$ cat src/rtl/bsb_pkg.sv
package bsb_pkg;
    localparam int NCH   = 5;
    localparam int HDR_W = 3;

    // channel groups: requests (A, C, E) and responses (B, D)
    localparam logic [NCH-1:0] GRP_REQ = 5'b10101;
    localparam logic [NCH-1:0] GRP_RSP = 5'b01010;

    localparam int ROLE_MGR  = 0;
    localparam int ROLE_CLI  = 1;
    localparam int ROLE_BOTH = 2;

    function automatic logic [NCH-1:0] out_lane_mask(input int role);
        if (role == ROLE_MGR)      return GRP_REQ;
        else if (role == ROLE_CLI) return GRP_RSP;
        else                       return '1;
    endfunction

    function automatic logic [NCH-1:0] in_lane_mask(input int role);
        if (role == ROLE_MGR)      return GRP_RSP;
        else if (role == ROLE_CLI) return GRP_REQ;
        else                       return '1;
    endfunction
endpackage

$ cat src/rtl/bsb_rr_arb.sv
module bsb_rr_arb #(
    parameter int N  = 5,
    parameter int IW = (N > 1) ? $clog2(N) : 1
) (
    input  logic          clk,
    input  logic          rst_n,
    input  logic [N-1:0]  req,
    input  logic          adv,
    output logic [N-1:0]  gnt,
    output logic [IW-1:0] gidx,
    output logic          any
);
    logic [IW-1:0] last_q;

    // search starts one past the last winner
    always_comb begin
        gnt  = '0;
        gidx = '0;
        any  = 1'b0;
        for (int off = 1; off <= N; off++) begin
            int idx;
            idx = (int'(last_q) + off) % N;
            if (!any && req[idx]) begin
                any      = 1'b1;
                gnt[idx] = 1'b1;
                gidx     = IW'(idx);
            end
        end
    end

    always_ff @(posedge clk) begin
        if (!rst_n)
            last_q <= IW'(N - 1);
        else if (adv && any)
            last_q <= gidx;
    end

    AST_GRANT_PENDING: assert property (@(posedge clk) disable iff (!rst_n)
        (|req) |-> any);
endmodule

$ cat src/rtl/bsb_ser.sv
module bsb_ser
    import bsb_pkg::*;
#(
    parameter int P    = 16,
    parameter int W    = 4,
    parameter int ROLE = 0
) (
    input  logic                  clk,
    input  logic                  rst_n,
    input  logic [NCH-1:0]        tx_valid,
    output logic [NCH-1:0]        tx_ready,
    input  logic [NCH-1:0][P-1:0] tx_data,
    output logic                  out_valid,
    input  logic                  out_ready,
    output logic [W-1:0]          out_flit
);
    localparam int FRM  = HDR_W + P;
    localparam int NF   = (FRM + W - 1) / W;
    localparam int PADW = NF * W;
    localparam int CW   = (NF > 1) ? $clog2(NF) : 1;
    localparam int IW   = $clog2(NCH);
    localparam logic [NCH-1:0] LEGAL = out_lane_mask(ROLE);

    typedef enum logic {TX_IDLE, TX_SHIFT} tx_st_e;

    tx_st_e          st_q, st_d;
    logic [PADW-1:0] sreg_q;
    logic [CW-1:0]   cnt_q;
    logic [NCH-1:0]  gnt;
    logic [IW-1:0]   gidx;
    logic            any, load, step, last;
    logic [FRM-1:0]  raw;
    logic [PADW-1:0] frame;

    bsb_rr_arb #(.N(NCH), .IW(IW)) u_arb (
        .clk  (clk),
        .rst_n(rst_n),
        .req  (tx_valid & LEGAL),
        .adv  (load),
        .gnt  (gnt),
        .gidx (gidx),
        .any  (any)
    );

    assign last  = (cnt_q == CW'(NF - 1));
    assign raw   = {HDR_W'(gidx), tx_data[gidx]};
    assign frame = PADW'(raw) << (PADW - FRM);

    always_comb begin
        st_d = st_q;
        unique case (st_q)
            TX_IDLE:  if (any) st_d = TX_SHIFT;
            TX_SHIFT: if (out_ready && last) st_d = TX_IDLE;
            default:  st_d = TX_IDLE;
        endcase
    end

    always_ff @(posedge clk) begin
        if (!rst_n) begin
            st_q   <= TX_IDLE;
            sreg_q <= '0;
            cnt_q  <= '0;
        end else begin
            st_q <= st_d;
            if (load) begin
                sreg_q <= frame;
                cnt_q  <= '0;
            end else if (step) begin
                sreg_q <= sreg_q << W;
                cnt_q  <= cnt_q + CW'(1);
            end
        end
    end

    always_comb begin
        load      = (st_q == TX_IDLE) && any;
        tx_ready  = (st_q == TX_IDLE) ? gnt : '0;
        out_valid = (st_q == TX_SHIFT);
        out_flit  = sreg_q[PADW-1 -: W];
        step      = out_valid && out_ready;
    end

    AST_ONE_ACCEPT: assert property (@(posedge clk) disable iff (!rst_n)
        $onehot0(tx_ready));
    AST_BUSY_NO_ACCEPT: assert property (@(posedge clk) disable iff (!rst_n)
        out_valid |-> (tx_ready == '0));
    AST_LEGAL_ONLY: assert property (@(posedge clk) disable iff (!rst_n)
        (tx_ready & ~LEGAL) == '0);
    AST_FLIT_HOLD: assert property (@(posedge clk) disable iff (!rst_n)
        (out_valid && !out_ready) |=> (out_valid && $stable(out_flit)));
endmodule

$ cat src/rtl/bsb_des.sv
module bsb_des
    import bsb_pkg::*;
#(
    parameter int P    = 16,
    parameter int W    = 4,
    parameter int ROLE = 0
) (
    input  logic           clk,
    input  logic           rst_n,
    input  logic           in_valid,
    output logic           in_ready,
    input  logic [W-1:0]   in_flit,
    output logic [NCH-1:0] rx_valid,
    input  logic [NCH-1:0] rx_ready,
    output logic [P-1:0]   rx_data,
    output logic           err_hdr
);
    localparam int FRM  = HDR_W + P;
    localparam int NF   = (FRM + W - 1) / W;
    localparam int PADW = NF * W;
    localparam int CW   = (NF > 1) ? $clog2(NF) : 1;
    localparam logic [NCH-1:0] LEGAL = in_lane_mask(ROLE);

    typedef enum logic {RX_COLLECT, RX_HOLD} rx_st_e;

    rx_st_e            st_q, st_d;
    logic [PADW-W-1:0] sreg_q;
    logic [CW-1:0]     cnt_q;
    logic [HDR_W-1:0]  ch_q;
    logic [P-1:0]      data_q;
    logic              err_q;
    logic              take, done, legal;
    logic [PADW-1:0]   full;
    logic [HDR_W-1:0]  hdr;
    logic [P-1:0]      body;
    logic [7:0]        mask8;

    assign take  = in_valid && in_ready;
    assign done  = take && (cnt_q == CW'(NF - 1));
    assign full  = {sreg_q, in_flit};
    assign hdr   = full[PADW-1 -: HDR_W];
    assign body  = full[PADW-HDR_W-1 -: P];
    assign mask8 = 8'(LEGAL);
    assign legal = mask8[hdr];

    always_comb begin
        st_d = st_q;
        unique case (st_q)
            RX_COLLECT: if (done && legal) st_d = RX_HOLD;
            RX_HOLD:    if (rx_ready[ch_q]) st_d = RX_COLLECT;
            default:    st_d = RX_COLLECT;
        endcase
    end

    always_ff @(posedge clk) begin
        if (!rst_n) begin
            st_q   <= RX_COLLECT;
            sreg_q <= '0;
            cnt_q  <= '0;
            ch_q   <= '0;
            data_q <= '0;
            err_q  <= 1'b0;
        end else begin
            st_q <= st_d;
            if (take) begin
                sreg_q <= full[PADW-W-1:0];
                cnt_q  <= done ? '0 : cnt_q + CW'(1);
            end
            if (done && legal) begin
                ch_q   <= hdr;
                data_q <= body;
            end
            if (done && !legal)
                err_q <= 1'b1;
        end
    end

    always_comb begin
        in_ready = (st_q == RX_COLLECT);
        rx_valid = (st_q == RX_HOLD) ? (NCH'(1) << ch_q) : '0;
        rx_data  = data_q;
        err_hdr  = err_q;
    end

    AST_RX_HELD: assert property (@(posedge clk) disable iff (!rst_n)
        (|(rx_valid & ~rx_ready)) |=> (rx_valid == $past(rx_valid) && $stable(rx_data)));
    AST_LANE_BLOCKED: assert property (@(posedge clk) disable iff (!rst_n)
        (|rx_valid) |-> !in_ready);
    AST_ERR_STICKY: assert property (@(posedge clk) disable iff (!rst_n)
        err_hdr |=> err_hdr);
    AST_RX_LEGAL: assert property (@(posedge clk) disable iff (!rst_n)
        (rx_valid & ~LEGAL) == '0);
endmodule

$ cat src/rtl/bus_serial_bridge.sv
module bus_serial_bridge
    import bsb_pkg::*;
#(
    parameter int P    = 16,
    parameter int W    = 4,
    parameter int ROLE = 0
) (
    input  logic                  clk,
    input  logic                  rst_n,
    input  logic [NCH-1:0]        tx_valid,
    output logic [NCH-1:0]        tx_ready,
    input  logic [NCH-1:0][P-1:0] tx_data,
    output logic                  out_valid,
    input  logic                  out_ready,
    output logic [W-1:0]          out_flit,
    input  logic                  in_valid,
    output logic                  in_ready,
    input  logic [W-1:0]          in_flit,
    output logic [NCH-1:0]        rx_valid,
    input  logic [NCH-1:0]        rx_ready,
    output logic [P-1:0]          rx_data,
    output logic                  err_hdr
);
    bsb_ser #(.P(P), .W(W), .ROLE(ROLE)) u_ser (
        .clk      (clk),
        .rst_n    (rst_n),
        .tx_valid (tx_valid),
        .tx_ready (tx_ready),
        .tx_data  (tx_data),
        .out_valid(out_valid),
        .out_ready(out_ready),
        .out_flit (out_flit)
    );

    bsb_des #(.P(P), .W(W), .ROLE(ROLE)) u_des (
        .clk     (clk),
        .rst_n   (rst_n),
        .in_valid(in_valid),
        .in_ready(in_ready),
        .in_flit (in_flit),
        .rx_valid(rx_valid),
        .rx_ready(rx_ready),
        .rx_data (rx_data),
        .err_hdr (err_hdr)
    );

    AST_RESET_QUIET: assert property (@(posedge clk)
        !rst_n |=> (!out_valid && rx_valid == '0 && !err_hdr && in_ready));
endmodule

$ cat config.mk
export PLATFORM = sky130hd
export DESIGN_NAME = bus_serial_bridge
export DESIGN_NICKNAME = d
export VERILOG_FILES = /design/src/rtl/bsb_pkg.sv /design/src/rtl/bsb_rr_arb.sv /design/src/rtl/bsb_ser.sv /design/src/rtl/bsb_des.sv /design/src/rtl/bus_serial_bridge.sv
export SDC_FILE = /design/constraint.sdc
export NUM_CORES = 1
export LEC_CHECK = 0
export BUFFER_PORTS_ARGS = -buffer_cell sky130_fd_sc_hd__buf_4
export CELL_PAD_IN_SITES_DETAIL_PLACEMENT = 0
export CELL_PAD_IN_SITES_GLOBAL_PLACEMENT = 1
export CORE_AREA = 2 2 114 116
export CTS_BUF_LIST = sky130_fd_sc_hd__clkbuf_8
export CTS_CLUSTER_SIZE = 8
export DETAILED_ROUTE_END_ITERATION = 8
export DIE_AREA = 0 0 116 118
export HOLD_SLACK_MARGIN = 0.03
export PLACE_DENSITY_LB_ADDON = 0.1
export SYNTH_ARGS = -nofsm -noshare
export SYNTH_HDL_FRONTEND = slang
export SYNTH_SLANG_ARGS = --single-unit
$ cat constraint.sdc
create_clock -name clk -period 8.6 [get_ports clk]
set_input_delay 0.43 -clock clk [delete_from_list [all_inputs] [get_ports clk]]
set_output_delay 0.43 -clock clk [all_outputs]
set_load 0.02 [all_outputs]
# == After elaboration in Yosys (flattened, before gate mapping) ==
# Memory sizes are Yosys's and may differ from the RTL's. A register that Yosys moved wholly into a read port is not among the register bits.
# Index checks and enable logic that the tools add are counted.
# classes
div,5
eq_ne,2
reduce_logical,24
n_shift,1
n_addsub,7
n_bitwise,7
order_cmp,13
mux,58
# op_table
operator,n
$ge 32x1->1 const B,5
$lt 32x5->1 const B,5
$mod 32x4->32 const B,5
$bmux 16 s3,1
$mux 20,2
$mux 5,7
$mux 1,26
$mux 3,8
$or 5x5->5,4
$bmux 1 s3,6
$logic_and 1x1->1,17
$mux 16,1
$demux 1 s3,5
$lt 3x4->1 const B,3
$add 3x2->4 const B,2
$add 3x3->4 const B,2
$add 3x1->3 const B,2
$eq 3x3->1 const B,2
$logic_not 1->1,5
$shl 1x3->5 const A,1
$add 3x1->4 const B,1
$pmux 1 s2,2
$not 1->1,3
$reduce_bool 2->1,1
$reduce_or 2->1,1
# totals
input_bits,98
regBits,66
elab_cells,128
romBits,8
out_inout_bits,33
mem_count,1
# memory_table
memory,words,width,read_ports,rd_ports_with_merged_regs,wr,line,source
(no name shown),8,1,1,1,0,bsb_des.sv:44,assign legal = mask8[hdr];

# == Depth between registers and ports, before layout ==
# Gate-level depths: netlist (run 1).
# depth
word_depth,21
mapped_depth,21
mapped_depth_nobuf,18

# == Cells and area by module ==
# A second synthesis (run 1) with hierarchy kept.
# unflattened
hier_cells,779
area_unflattened_um2,6227.2
# modules_own_cells
module,area_per_inst_um2,cells_each,n_inst
bsb_rr_arb,3014.1,410,1
bsb_des,1644.1,203,1
bsb_ser,1569.0,166,1

# == Worst setup path before layout (run 1) ==
# No wires, ideal clock.
# synth_path
kind,reg2reg
startpoint,register u_ser.u_arb.last_q[0]
endpoint,register u_ser.sreg_q[10]
required_ps,8478
arrival_time_ps,5546
setup_time_ps,122
setup_slack_ps,2932
path_stages_with_launch,21
n_path_buf,4
path_cell_list,dfxtp_1 > clkbuf_1 > inv_1 > clkbuf_1 > ha_1 > buf_2 > clkinv_1 > ha_1 > nor2_1 > a21oi_1 > xnor2_1 > ha_1 > nor2b_1 > o31ai_2 > mux2i_1 > nor3b_1 > a31o_1 > o32ai_4 > buf_2 > mux2_2 > a221o_1
# synth_between
elab_chain_len,21
word_cells_on_any_way,48
cone_classes,add/sub (5); div (5); mux (28); reduce/logical (10)
# synth_lines
element,line,source
"start, declared",bsb_rr_arb.sv:13,logic [IW-1:0] last_q;
"start signal, assigned",bsb_rr_arb.sv:33,last_q <= IW'(N - 1);
"start signal, assigned",bsb_rr_arb.sv:35,last_q <= gidx;
$add 3x1->4,bsb_rr_arb.sv:22,idx = (int'(last_q) + off) % N;
$mod 32x4->32,bsb_rr_arb.sv:22,
$bmux 1 s3,bsb_rr_arb.sv:23,if (!any && req[idx]) begin
$mux 1 (not written as such) (2 in series),bsb_rr_arb.sv:23,
$mux 1,bsb_rr_arb.sv:23,
$logic_not 1->1,bsb_rr_arb.sv:23,
$logic_and 1x1->1,bsb_rr_arb.sv:23,
$mux 1,bsb_rr_arb.sv:23,
[4 not listed],n/a,
$logic_and 1x1->1,bsb_rr_arb.sv:23,
$mux 1,bsb_rr_arb.sv:23,
$logic_not 1->1,bsb_rr_arb.sv:23,
$logic_and 1x1->1,bsb_rr_arb.sv:23,
$mux 3,bsb_rr_arb.sv:23,
$bmux 16 s3,bsb_ser.sv:46,"assign raw = {HDR_W'(gidx), tx_data[gidx]};"
$mux 16 (not written as such),bsb_ser.sv:46,
$mux 20,bsb_ser.sv:65,if (load) begin
"end signal, assigned",bsb_ser.sv:66,sreg_q <= frame;
"end signal, assigned",bsb_ser.sv:69,sreg_q <= sreg_q << W;
"end, declared",bsb_ser.sv:27,logic [PADW-1:0] sreg_q;
# Several ways; a longest one is shown, not always the timed one. The select of a mux whose other input is x is not followed.
# A chain may end at the register's enable or synchronous reset.

# == Final worst setup path (run 1) ==
# layout_path
startpoint,register u_ser.u_arb.last_q[1]
endpoint,output port tx_ready[0]
# layout_between
elab_chain_len,19
word_cells_on_any_way,72
cone_classes,add/sub (5); div (5); order compare (10); mux (35); bitwise (4); reduce/logical (13)
# layout_lines
element,line,source
branches (longest 17 deep; another with $mod 32x4->32),n/a,
$mux 5 *,bsb_rr_arb.sv:23,
$mux 5 *,bsb_ser.sv:77,tx_ready = (st_q == TX_IDLE) ? gnt : '0;
"end, declared",bus_serial_bridge.sv:11,"output logic [NCH-1:0] tx_ready,"
# Mark *: on every way between the ends. The select of a mux whose other input is x is not followed.

==> results of run 1 <==
## layout make-up
class                           count  area share (%)
Clock inverter                      5           0.865
Tap cell                          172            3.46
Timing Repair Buffer              106            12.8
Multi-Input combinational cell    531            56.6
Inverter                           41            2.47
Clock buffer                       10            2.21
Sequential cell                    67            21.6
## flip-flops by register name, summed over array words and instances (netlist names), 3 cells and up
name	count
u_ser.u_arb.last_q	3
u_des.sreg_q	16
u_ser.sreg_q	19
u_des.rx_data	16
u_des.cnt_q	3
u_des.ch_q	3
u_ser.cnt_q	3
## Yosys cell counts, types with 4 or more instances
cell	instances	area share (%)
dfxtp_1	67	26
buf_2	8	0.77
nand4_1	5	0.60
nor2_1	32	2.3
nand3_1	14	1.3
a2111oi_1	4	0.77
inv_1	36	2.6
o21a_1	6	0.86
mux2_2	11	2.4
nor4_1	5	0.60
o31ai_1	6	0.86
buf_1	4	0.29
a21oi_1	71	6.8
nand2b_1	6	0.72
buf_4	7	1.0
o211ai_1	4	0.58
o31a_1	4	0.67
nand2_1	122	8.8
nor2b_1	9	1.1
clkbuf_1	26	1.9
a221oi_1	4	0.67
o32ai_1	6	1.0
nor3_1	10	0.96
mux2i_1	15	2.9
and3_1	20	2.4
a221o_1	11	2.1
ha_1	37	8.9
a31oi_1	8	0.96
o21ai_0	19	1.8
xnor2_1	11	1.8
and2_1	4	0.48
a32oi_1	4	0.67
## placed cells by master, fill, tap and decap left out, types with 10 or more instances in the layout
| cell type | Yosys | final |
|---|---|---|
| nand2_1 | 122 | 122 |
| buf_4 | 7 | 106 |
| a21oi_1 | 71 | 71 |
| dfxtp_1 | 67 | 67 |
| ha_1 | 37 | 37 |
| inv_1 | 36 | 36 |
| nor2_1 | 32 | 32 |
| and3_1 | 20 | 20 |
| o21ai_0 | 19 | 19 |
| mux2i_1 | 15 | 15 |
| nand3_1 | 14 | 14 |
| xnor2_1 | 11 | 11 |
| mux2_2 | 11 | 11 |
| a221o_1 | 11 | 11 |
| nor3_1 | 10 | 10 |
| clkbuf_8 | 0 | 10 |
## per-layer routing
layer / vias to the layer above / wire length, um / global-route usage [%]
met4: 0 / 362 / 7.29
met5: - / 0 / 0
met3: 25 / 352 / 3.35
met1: 2416 / 6740 / 28.1
met2: 90 / 7140 / 36.0
li1: 2605 / - / -
## power by group through the flow
stage | Combinational, mW | Clock (mW) | Sequential (mW)
4_1_cts | 0.933 | 0.265 | 0.374
3_5_place_dp | 0.929 | 0 | 0.380
3_3_place_gp | 0.910 | 0 | 0.380
5_1_grt | 1.03 | 0.279 | 0.378
6_report | 0.935 | 0.257 | 0.374
2_1_floorplan | 0.703 | 0 | 0.378
## per-stage QoR
step | worst slack, ns | utilization, % | power (mW)
floorplan | 2.93 | - | 1.08
global placement | 2.60 | 48.6 | 1.29
finish | 2.21 | 50.1 | 1.57
global route | 1.82 | 50.1 | 1.68
detailed placement | 2.43 | 48.6 | 1.31
CTS | 2.23 | 50.1 | 1.57
## cells by family after synthesis
| family | count (synthesis) |
|---|---|
| AOI/OAI and AO/OA | 198 |
| buffers and inverters | 86 |
| and+or+nand+nor | 253 |
| muxes | 27 |
| xor gates and xnor gates | 14 |
| adders and majority gates | 37 |
| DFF | 67 |
| other | 1 |
## worst register-to-register path: cells and delay by family, from the launching register on
family	cells	cell delay (ns)
AND/OR/NAND/NOR	5	0.92
multiplexers	1	0.46
flip-flops	1	0.33
buffers and inverters	3	0.86
AO/OA/AOI/OAI	5	1.83
XOR/XNOR	1	0.22
adder cells (fa/ha/maj)	3	1.41
## worst paths after layout
path | endpoint | cells past startpoint | slack, ns
hold reg to reg | u_des.rx_data[6] | 2 | 0.46
setup reg to reg | u_ser.sreg_q[4] | 18 | 2.45
setup / recovery | tx_ready[0] | 18 | 2.21
hold / removal | u_ser.sreg_q[11] | 2 | 0.29
==> out/metrics.yaml, run 1 <==
outcome:
  status: "finished clean"
critical_path:
  crit_buf_inv: 3
  path_common_cell: "ha_1"
  critPathKind: "flip-flop to output pin"
  path_cells: "inv_1 > ha_1 > clkinv_1 > ha_1 > nor2_1 > a21oi_1 > xnor2_1 > ha_1 > nor2b_1 > o31ai_2 > mux2i_1 > nor3b_1 > a31o_1 > nor2_1 > and4b_1 > nand2b_1 > a31oi_1 > buf_4"
  crit_slowest_cell: "ha_1"
  timing.rr.start: "u_ser.u_arb.last_q[1]"
  crit_fanout: 16
  slowest_delay_ns: 0.72
  cp-start-kind: "flip-flop"
  path_delay_family: "adder cells"
  crit_path_start: "u_ser.u_arb.last_q[1]"
  arrival_ns: 5.96
  required_ns: 8.17
  cp-end-kind: "output pin"
yosys:
  synth_edf_count: 0
  synth_mux_area_share_pct: 5.69
  synth-seq-cells: 67
  syn-cell-area_sq_um: 5220
  avgSynthCellArea_sq_um: 7.64
  synth-xor-area-share_pct: 2.50
  synthAdderAreaFrac_pct: 8.88
  synth_compound_area_share_pct: 27.0
  synthSimpleGateAreaFrac_pct: 23.3
  synth_top_family_by_area: "compound AO/OA/AOI/OAI gates"
  ys_types: 84
  synth-main-ff-cell: "dfxtp_1"
  ys_seq_area_share_pct: 25.7
  ys_async_sr_fraction_pct: 0
  synth_cells: 683
  synth_warnings: 0
die:
  die_h_um: 118
  start_util_pct: 42.0
  core-area_sq_um: 12400
  die_area_sq_um: 13700
  num_rows: 41
  die_w_um: 116
  io_pins: 131
drt:
  via_per_inst: 5.51
  drt-total-wl_um: 14600
  route.detailed.drc: 0
  drtIter0Drc: 283
  detail-route-antenna-nets: 0
  drt_pass1_iterations: 4
  wl_per_cell_um: 15.7
  vias: 5136
cells_and_area:
  stdcell_count: 932
  layout.area.seq_sq_um: 1340
  design_area_sq_um: 6220
  area_growth_pct: 19.3
  drive_gt1_share_pct: 20.1
  num_antenna_cells: 0
  n_fill_cell: 1270
  nNetsFinal: 891
  multiInputGateArea_sq_um: 3520
pwr:
  switching_share_pct: 44.7
  switching_power_mw: 0.700
  p_int_mw: 0.866
  seqPwrFrac_pct: 23.9
  pwr-share-comb_pct: 59.7
  powerDensity_nw_per_um2: 252
  p_clk_share_pct: 16.4
  static-leakage-power_nw: 2.64
  ir_worst_vdd_v: 0.000120
placed_design:
  placed_area_sq_um: 6030
  port_buffers: 94
  gp_congestion: 0.854
  dpl.hpwl_um: 10800
  dp.cells: 917
sta:
  worst_pin_slew_ns: 0.911
  skew_ns: 0.00954
  hold_viol: 0
  slew_viol_final: 0
  timing.hold.ws_ns: 0.293
  relSlewSlack_pct: 39.3
  rsz0062_at_grt: "no"
  fmax_mhz: 156
  setup_viol: 0
  min_period_over_period_pct: 74.4
  setup_tns_ns: 0
  post-route-min-period_ns: 6.39
grt:
  grt_overflow: 0
  grt_antenna_before_repair: 0
  grt_pass1_wl_um: 24200
  grtUsageTotal_pct: 21.6
  grt_pass1_vias: 5007
  grt_max_degree: 44
clocking:
  ctsHtreeMaxLevel: 3
  clock_path_buffers: 2
  cts_buffers: 9
  cts_num_sinks: 67
  tritoncts: "done"
  clkSlewWorstSetupHoldPaths_ns: 0.07
  clockRootBuffer: "clkbuf_8"
  cts_resized: 0
  clk_latency_ns: 0.34
  holdBufCountCts: 0
  cts_setup_buffers: 0
min_path:
  hp-start: "tx_data[74]"
  min_path_type: "primary input to flip-flop"
flow_run:
  drv_cap: 0
Power figures use the tool's default switching activity.
==> run 2, diff against run 1 <==
Settings changed: ABC_AREA set to 1, CORE_AREA 2 2 114 116 to 2 2 121 123, DIE_AREA 0 0 116 118 to 0 0 123 125.
Clock period 8.6 ns to 6.6 ns, I/O delays scaled along.
==> run 2 against run 1 <==
  * Worst setup slack worse by 0.89 ns
  * Power grew 86%
  * Combinational power increased by 120%
  * Sequential cell count unchanged
  * Cell count grew 15%
  * Design area rose by 0.24%
  * Clock skew is 0.0026 ns lower
  * Critical path depth up 4
==> out/metrics.yaml, run 2 <==
outcome:
  status: "finished clean"
yosys:
  synth_area_leaders: "dfxtp_1 (26%), nand2_1 (15%), ha_1 (8.8%)"
  synth-main-ff-cell: "dfxtp_1"
  synthSimpleGateAreaFrac_pct: 38.4
  synth_top_area_share_pct: 25.5
  synth_cells: 813
  synth_compound_area_share_pct: 14.9
  ys_async_sr_fraction_pct: 0
  synth_top_family_by_area: "simple AND/OR/NAND/NOR gates"
  synth_mux_area_share_pct: 0.190
  avgSynthCellArea_sq_um: 6.46
  synth-xor-area-share_pct: 1.33
  syn-cell-area_sq_um: 5260
  synth_edf_count: 0
  ys_seq_area_share_pct: 25.5
  synth_warnings: 0
  synth_most_common_cell: "nand2_1"
  ys_types: 48
  yosysTopAreaCell: "dfxtp_1"
  synthAdderAreaFrac_pct: 8.81
  synth-seq-cells: 67
  synthTopCellsByCount: "nand2_1 (207), inv_1 (80), nor2_1 (77), dfxtp_1 (67), nand3_1 (64)"
sta:
  post-route-min-period_ns: 5.29
  skew_ns: 0.00693
  relSlewSlack_pct: 30.5
  slew_viol_final: 0
  setup_viol: 0
  fin_ws_ns: 1.31
  worst_pin_slew_ns: 1.04
  rsz0062_at_grt: "no"
  setup_tns_ns: 0
  hold_viol: 0
  fmax_mhz: 189
  min_period_over_period_pct: 80.1
cells_and_area:
  final_cell_mix: "nand2_1 (207), buf_4 (98), inv_1 (81), nor2_1 (77), dfxtp_1 (67)"
  final_common_cell: "nand2_1"
  stdcell_count: 1076
  drive_gt1_share_pct: 20.2
  largest_register: "u_ser.sreg_q"
  nNetsFinal: 1024
  area_growth_pct: 18.7
  design_area_sq_um: 6240
  num_antenna_cells: 0
  largest_reg_flops: 19
placed_design:
  dp.cells: 1062
  placed_area_sq_um: 6020
  dp_slack_ns: 1.43
  gp_congestion: 0.869
  dpl.hpwl_um: 11000
  port_buffers: 94
pwr:
  ir_worst_vdd_v: 0.000183
  static-leakage-power_nw: 2.99
  powerDensity_nw_per_um2: 467
grt:
  grt_antenna_before_repair: 0
  grt_pass1_vias: 5021
  grt_max_degree: 35
  grt_pass1_wl_um: 24100
  grt_overflow: 0
  grtUsageTotal_pct: 19.1
die:
  num_rows: 44
  io_pins: 131
  die_h_um: 125
  core-area_sq_um: 14200
  die_area_sq_um: 15400
  start_util_pct: 37.0
  die_w_um: 123
clocking:
  clockRootBuffer: "clkbuf_8"
  ctsHtreeMaxLevel: 3
  clkSlewWorstSetupHoldPaths_ns: 0.07
  tritoncts: "done"
  cts_buffers: 9
  cts_resized: 0
  holdBufCountCts: 0
  cts_setup_buffers: 0
  clock_path_buffers: 2
  cts_num_sinks: 67
  clk_latency_ns: 0.34
drt:
  drtIter0Drc: 271
  drt_pass1_iterations: 5
  wl_per_cell_um: 13.5
  via_per_inst: 5.00
  vias: 5376
  drt-total-wl_um: 14500
  detail-route-antenna-nets: 0
  route.detailed.drc: 0
critical_path:
  critPathKind: "flip-flop to output pin"
  cp-end-kind: "output pin"
  crit_fanout: 10
  arrival_ns: 4.96
  cp-start-kind: "flip-flop"
  required_ns: 6.27
min_path:
  min_path_type: "primary input to flip-flop"
flow_run:
  drv_cap: 0
## run 2: worst max-delay path, cell delays in order, from the launching register on
cell and delay [ns]:
dfxtp_1 0.57, inv_1 0.28, ha_1 0.56, inv_1 0.21
ha_1 0.23, inv_1 0.06, nand3_2 0.10, nand2_2 0.10
nand2_4 0.08, xor2_1 0.39, ha_1 0.24, inv_1 0.08
a21oi_4 0.19, nand3_2 0.12, nand2_1 0.11, nand2_1 0.11
nand4_1 0.15, nand2_2 0.13, nor2_4 0.14, nand4_4 0.16
nand3b_1 0.22, a31oi_1 0.22, buf_4 0.17
## run 2: logic make-up after synthesis
| logic type | count (synthesis) |
|---|---|
| simple gates | 431 |
| compound gates | 137 |
| buf+inv | 131 |
| flops | 67 |
| fa+ha+maj | 37 |
| xor+xnor | 8 |
| other cells | 1 |
| mux | 1 |
## run 2: where the power goes
part | internal [mW] | switching, mW
clock network | 0.228 | 0.144
logic | 0.636 | 1.40
registers | 0.462 | 0.0437
total | 1.33 | 1.59
## run 2: path summary, 6_finish.rpt
path	startpoint	end	slack, ns	depth (start not counted)
worst max-delay path	u_ser.u_arb.last_q[1]	tx_ready[2]	1.31	22
worst min-delay path	in_flit[0]	u_des.sreg_q[0]	0.25	3
worst max register to register	u_ser.u_arb.last_q[1]	u_ser.sreg_q[4]	1.40	26
worst min register to register	u_des.cnt_q[2]	u_des.cnt_q[2]	0.45	2
## run 2: stage by stage
stage	util (%)	power, mW	hold WS [ns]
after floorplan	-	2.16	0.424
after detailed placement	42.4	2.55	0.445
after global placement	42.4	2.53	0.436
after global routing	43.9	3.24	0.250
after CTS	43.9	2.94	0.225
final	43.9	2.92	0.245
## run 2: cell type report
class / instances / area (sq um)
well taps: 184 / 230
repair buffers: 98 / 736
fillers: 1488 / 7970
multi-input cells: 616 / 3350
inverters: 97 / 367
flip-flops and latches: 67 / 1340
clock buffers: 11 / 151
clock inverters: 3 / 63.8
## run 2: layer usage
layer	GRT usage (%)	part of all wire, %	vias up
li1	-	-	2785
met1	27.0	48	2438
met2	30.4	45	144
met3	4.01	6.3	9
met4	2.74	0.62	0
met5	0	0	-
